`config.mk`:
```
export PLATFORM = sky130hd
export DESIGN_NAME = wdog_top
export DESIGN_NICKNAME = d
export VERILOG_FILES = /design/src/rtl/wdog_pkg.sv /design/src/rtl/wdog_counter.sv /design/src/rtl/wdog_lock.sv /design/src/rtl/wdog_status.sv /design/src/rtl/wdog_top.sv
export SDC_FILE = /design/constraint.sdc
export NUM_CORES = 1
export LEC_CHECK = 0
export ABC_AREA = 1
export CAP_MARGIN = 5
export CELL_PAD_IN_SITES_DETAIL_PLACEMENT = 1
export CELL_PAD_IN_SITES_GLOBAL_PLACEMENT = 1
export CORE_UTILIZATION = 45
export CTS_CLUSTER_DIAMETER = 80
export DETAILED_ROUTE_END_ITERATION = 16
export DONT_BUFFER_PORTS = 1
export GPL_TIMING_DRIVEN = 1
export HOLD_SLACK_MARGIN = 0.15
export PLACE_DENSITY = 0.87
export RECOVER_POWER = 25
export SETUP_SLACK_MARGIN = 0.5
export SLEW_MARGIN = 20
export SYNTH_ARGS = -nofsm -noshare
export SYNTH_HDL_FRONTEND = slang
export SYNTH_SLANG_ARGS = --single-unit
export TNS_END_PERCENT = 30
```
`constraint.sdc`:
```
create_clock -name clk -period 3.8 [get_ports clk]
set_input_delay 1.14 -clock clk [delete_from_list [all_inputs] [get_ports clk]]
set_output_delay 1.14 -clock clk [all_outputs]
set_load 0.005 [all_outputs]
```
`src/rtl/wdog_pkg.sv`:
```
package wdog_pkg;
  localparam int ADDR_W = 3;

  typedef enum logic [ADDR_W-1:0] {
    A_PERIOD = 3'd0,
    A_COUNT  = 3'd1,
    A_CTRL   = 3'd2,
    A_RAW    = 3'd3,
    A_MASKED = 3'd4,
    A_CLEAR  = 3'd5,
    A_STALL  = 3'd6,
    A_LOCK   = 3'd7
  } wd_addr_e;

  localparam int CTRL_RUN_BIT = 0;
  localparam int CTRL_ESC_BIT = 1;
endpackage

```
`src/rtl/wdog_counter.sv`:
```
module wdog_counter #(
  parameter int W = 32
) (
  input  logic         clk,
  input  logic         rst,
  input  logic         run,
  input  logic         hold,
  input  logic         force_ld,
  input  logic [W-1:0] force_val,
  input  logic [W-1:0] reload_val,
  output logic [W-1:0] count_o,
  output logic         expire_o
);
  localparam logic [W-1:0] ALL_ONES = '1;
  localparam logic [W-1:0] ZERO     = '0;

  logic [W-1:0] cnt_q;
  logic         step;

  assign step     = run & ~hold & ~force_ld;
  assign expire_o = step & (cnt_q == ZERO);
  assign count_o  = cnt_q;

  always_ff @(posedge clk) begin
    if (rst) begin
      cnt_q <= ALL_ONES;
    end else if (force_ld) begin
      cnt_q <= force_val;
    end else if (step) begin
      if (cnt_q == ZERO) cnt_q <= reload_val;
      else               cnt_q <= cnt_q - 1'b1;
    end
  end
endmodule

```
`src/rtl/wdog_lock.sv`:
```
module wdog_lock #(
  parameter int          W   = 32,
  parameter logic [31:0] KEY = 32'h1ACC_E551
) (
  input  logic         clk,
  input  logic         rst,
  input  logic         wr,
  input  logic [W-1:0] wdata,
  output logic         locked_o
);
  localparam logic [W-1:0] KEY_W = KEY[W-1:0];

  logic locked_q;
  assign locked_o = locked_q;

  always_ff @(posedge clk) begin
    if (rst)     locked_q <= 1'b0;
    else if (wr) locked_q <= (wdata != KEY_W);
  end
endmodule

```
`src/rtl/wdog_status.sv`:
```
module wdog_status (
  input  logic clk,
  input  logic rst,
  input  logic expire,
  input  logic zero_load,
  input  logic clr,
  input  logic esc_en,
  output logic raw_o,
  output logic req_o
);
  logic raw_q;
  logic req_q;

  assign raw_o = raw_q;
  assign req_o = req_q;

  always_ff @(posedge clk) begin
    if (rst) begin
      raw_q <= 1'b0;
      req_q <= 1'b0;
    end else begin
      if (expire || zero_load) raw_q <= 1'b1;
      else if (clr)            raw_q <= 1'b0;
      req_q <= expire & raw_q & esc_en;
    end
  end
endmodule

```
`src/rtl/wdog_top.sv`:
```
module wdog_top
  import wdog_pkg::*;
#(
  parameter int          DATA_W      = 32,
  parameter logic [31:0] UNLOCK_KEY  = 32'h1ACC_E551,
  parameter int          LOCKED_CODE = 1
) (
  input  logic              clk,
  input  logic              rst,
  input  logic [ADDR_W-1:0] bus_addr,
  input  logic              bus_we,
  input  logic [DATA_W-1:0] bus_wdata,
  output logic [DATA_W-1:0] bus_rdata,
  input  logic              dbg_halt,
  output logic              irq_o,
  output logic              sys_rst_req_o
);
  localparam logic [DATA_W-1:0] ALL_ONES = '1;
  localparam logic [DATA_W-1:0] ZERO     = '0;
  localparam logic [DATA_W-1:0] LOCK_RD  = DATA_W'(LOCKED_CODE);

  logic [DATA_W-1:0] period_q;
  logic [DATA_W-1:0] rdata_q;
  logic [DATA_W-1:0] count;
  logic [DATA_W-1:0] force_val;
  logic ie_q, esc_q, stall_q;
  logic locked, raw, expire;
  logic cfg_ok, wr_period, wr_ctrl, wr_lock, wr_stall, clr;
  logic start, force_ld, hold, zero_load;

  assign cfg_ok    = bus_we & ~locked;
  assign wr_period = cfg_ok & (bus_addr == A_PERIOD);
  assign wr_ctrl   = cfg_ok & (bus_addr == A_CTRL);
  assign wr_lock   = bus_we & (bus_addr == A_LOCK);
  assign wr_stall  = bus_we & (bus_addr == A_STALL);
  assign clr       = bus_we & (bus_addr == A_CLEAR) & bus_wdata[0];
  assign start     = wr_ctrl & bus_wdata[CTRL_RUN_BIT] & ~ie_q;
  assign force_ld  = (wr_period & ie_q) | start;
  assign force_val = wr_period ? bus_wdata : period_q;
  assign hold      = stall_q & dbg_halt;
  assign zero_load = wr_period & (bus_wdata == ZERO);

  always_ff @(posedge clk) begin
    if (rst) begin
      period_q <= ALL_ONES;
      ie_q     <= 1'b0;
      esc_q    <= 1'b0;
      stall_q  <= 1'b0;
    end else begin
      if (wr_period) period_q <= bus_wdata;
      if (wr_ctrl) begin
        ie_q  <= ie_q | bus_wdata[CTRL_RUN_BIT];
        esc_q <= bus_wdata[CTRL_ESC_BIT];
      end
      if (wr_stall) stall_q <= bus_wdata[0];
    end
  end

  wdog_counter #(.W(DATA_W)) u_cnt (
    .clk(clk), .rst(rst), .run(ie_q), .hold(hold),
    .force_ld(force_ld), .force_val(force_val), .reload_val(period_q),
    .count_o(count), .expire_o(expire)
  );

  wdog_lock #(.W(DATA_W), .KEY(UNLOCK_KEY)) u_lock (
    .clk(clk), .rst(rst), .wr(wr_lock), .wdata(bus_wdata), .locked_o(locked)
  );

  wdog_status u_stat (
    .clk(clk), .rst(rst), .expire(expire), .zero_load(zero_load),
    .clr(clr), .esc_en(esc_q), .raw_o(raw), .req_o(sys_rst_req_o)
  );

  always_ff @(posedge clk) begin
    if (rst) begin
      rdata_q <= ZERO;
    end else begin
      case (bus_addr)
        A_PERIOD: rdata_q <= period_q;
        A_COUNT:  rdata_q <= count;
        A_CTRL:   rdata_q <= {{(DATA_W-2){1'b0}}, esc_q, ie_q};
        A_RAW:    rdata_q <= {{(DATA_W-1){1'b0}}, raw};
        A_MASKED: rdata_q <= {{(DATA_W-1){1'b0}}, raw & ie_q};
        A_LOCK:   rdata_q <= locked ? LOCK_RD : ZERO;
        default:  rdata_q <= ZERO;
      endcase
    end
  end

  assign bus_rdata = rdata_q;
  assign irq_o     = raw & ie_q;
endmodule

```
==> summary.txt <==
Timing
  – Final worst slack: 731 ps
  – Setup Viol. Count Final: 0
  – Final worst-path cycle share: 0.808
  – Fmax: 0.326 GHz
  – Slew Limit Fails: 31
  – Final Hold Violating Endpoints: 0
  – Fin Setup TNS: 0 ps
  – Slew margin rel.: -0.182
  – RSZ-0062 raised after global routing: false
  – Setup Skew: 10.5 ps
  – Worst-Margin Slew: 1770 ps
  – Minimum clock period: 3070 ps

Floorplanning
  – Die Y: 114 um
  – # IOs: 73
  – Width of the die: 114 um
  – Core ar.: 12200 um^2
  – Starting Density: 0.467
  – Standard-cell rows: 40
  – Die area: 13100 um^2

Run status
  – Status: finished, violations left
  – Failing checks: capacitance limit, slew limit

Route
  – Drt first pass iters: 5
  – Routed WL per cell: 19.9 um
  – Total Routed Length: 20900 um
  – Routed vias: 6087
  – Vias per cell: 5.79
  – Drc violations: 0
  – Iter 0 DRT Violations: 460
  – Remaining antenna violation count: 0

GRT
  – Global-route wire length before repair: 33500 um
  – Initial antenna violation count: 0
  – Grt total ovfl: 0
  – Vias in the first global route: 6266
  – Largest net degree at the start of global routing: 65
  – Gr usage total: 0.339

Yosys
  – Count of yosys warnings during synthesis: 0
  – Dominant cell type by area after synthesis: dfxtp_1
  – Synth top area cells: dfxtp_1 (36%), nand2_1 (18%), nand3_1 (7.6%)
  – Sequential element share of the synthesized area: 0.360
  – Synth Instances: 896
  – Ys flop type: dfxtp_1
  – Most frequent cell after synthesis: nand2_1
  – Mean Syn Cell Area: 6.33 um^2
  – Async S/R FF share, synth: 0
  – Synth Cell Area: 5670 um^2
  – Syn_nets: 937
  – Post-synth EDFFs: 0
  – Synth cell types: 34
  – Post-synth top area share: 0.360
  – Most frequent cells after synthesis: nand2_1 (276), nor2_1 (107), dfxtp_1 (102), nand3_1 (86), a21oi_1 (73)
  – #FFs+latches synth: 102

Pwr
  – Leak pwr: 2.52 nW
  – Worst VDD drop: 188 uV
  – Pwr Density: 380 nW/um^2

Critical path
  – WP data required: 4070 ps
  – Crit path max fanout: 30
  – Worst EP arrival: 3340 ps
  – Crit path launch type: primary input
  – Crit end category: flop
  – RR Startpoint: u_cnt.count_o[4]$_SDFFE_PP1P_
  – Crit path launch: bus_addr[0]
  – Setup CP Type: primary input to flop

Final layout
  – Fill count: 1696
  – Share of layout cells above drive strength 1: 0.0701
  – Layout area overhead: 6.68%
  – N_diodes: 0
  – NumNets Final: 920

Hold path
  – Min-delay src: period_q[28]$_SDFF_PP1_
  – Hold Crit Class: flop to flop

Clocking
  – Clock sink count: 102
  – Cells resized by post-CTS repair: 0
  – CTS clk-pin slew, worst paths: 80 ps
  – TritonCTS clock tree: done
  – Post-CTS setup buffers: 0
  – Root Driver: clkbuf_16
  – Worst-Skew Late Latency: 360 ps
  – CTS H-tree lvls: 3
  – CTS Buf Count: 9
  – Hold_buf cts: 0
  – Clock Path Buffers: 2

Place
  – Hpwl dp: 15100 um
  – Dpl ws: 1090 ps
  – Port bufs: 0
  – Gpl congestion: 0.928

Flow run
  – Max-Cap Viols: 1
-- kinds of logic (layout without fill, tap and decap cells) --
| logic type | Yosys count | after routing | synth area share |
|---|---|---|---|
| AO/OA/AOI/OAI | 128 | 128 | 0.116 |
| adder cells (fa/ha/maj) | 2 | 2 | 0.00441 |
| AND/OR/NAND/NOR | 543 | 543 | 0.424 |
| flip-flops | 102 | 102 | 0.360 |
| XOR/XNOR | 7 | 7 | 0.0108 |
| buffers and inverters | 114 | 102 | 0.0845 |
-- flip-flops by register name (all words and copies together), names as in the netlist --
signal / flops
period_q: 32
esc_q: 1
u_stat.req_o: 1
u_lock.locked_o: 1
u_stat.raw_o: 1
stall_q: 1
u_cnt.count_o: 32
bus_rdata: 32
ie_q: 1
-- through the flow --
step / instance area (um^2) / std cells / hold WS, ps / utilization / power, mW
6_report: 6050 / 1052 / 463 / 0.498 / 2.30
3_5_place_dp: 5770 / 1036 / 453 / 0.475 / 1.38
4_1_cts: 6060 / 1052 / 464 / 0.498 / 2.30
2_1_floorplan: 5670 / 896 / 423 / - / 1.32
3_3_place_gp: 5770 / 1036 / 439 / 0.475 / 1.37
5_1_grt: 6050 / 1052 / 474 / 0.498 / 2.37
-- layout by cell type (no fill, tap or decap), drive strengths merged --
master	netlist	routed
a21oi	73	73
clkbuf	19	10
nand2	282	282
clkinvlp	0	2
or2	24	24
nor2	119	119
ha	2	2
o22ai	1	1
o211ai	5	5
xor2	5	5
xnor2	2	2
o21ai	48	48
nor4	1	1
and2	1	1
nand4	18	18
dfxtp	102	102
buf	17	7
o221ai	1	1
nor3	4	4
clkinv	0	1
nand3	89	89
inv	78	82
nand3b	5	5
-- power breakdown --
group	total, mW	switching (mW)	internal, mW
clock network	0.939	0.478	0.461
registers	1.16	0.0461	1.11
logic	0.204	0.137	0.0664
total	2.30	0.662	1.64
-- path summary, 6_finish.rpt --
path / to / slack [ps] / depth (start not counted)
min: bus_rdata[28]$_SDFF_PP0_ / 460 / 2
min reg2reg: bus_rdata[28]$_SDFF_PP0_ / 460 / 2
max reg2reg: u_cnt.count_o[28]$_SDFFE_PP1P_ / 1540 / 10
max: bus_rdata[17]$_SDFF_PP0_ / 730 / 6
-- routing by layer --
metal / vias to the layer above / wire, um / track usage
met2: 245 / 9760 / 0.556
met1: 2968 / 9080 / 0.455
met4: 0 / 364 / 0.106
met5: - / 0 / 0
li1: 2850 / - / -
met3: 24 / 1730 / 0.0556
-- worst max-delay path, stage by stage --
cell	delay, ps
inv_1	100
nand2_1	100
nor2_1	150
clkbuf_1	1300
nand2_1	260
a21oi_1	290
-- layout make-up --
class / instances / area (um^2) / share of cell area
multi-input cells: 680 / 3150 / 0.520
repair buffers: 8 / 68.8 / 0.0114
clock inverters: 7 / 63.8 / 0.0105
flip-flops and latches: 102 / 2040 / 0.337
inverters: 78 / 293 / 0.0484
well taps: 168 / 210 / 0.0347
clock buffers: 9 / 225 / 0.0372
(Power assumes the default switching activity.)
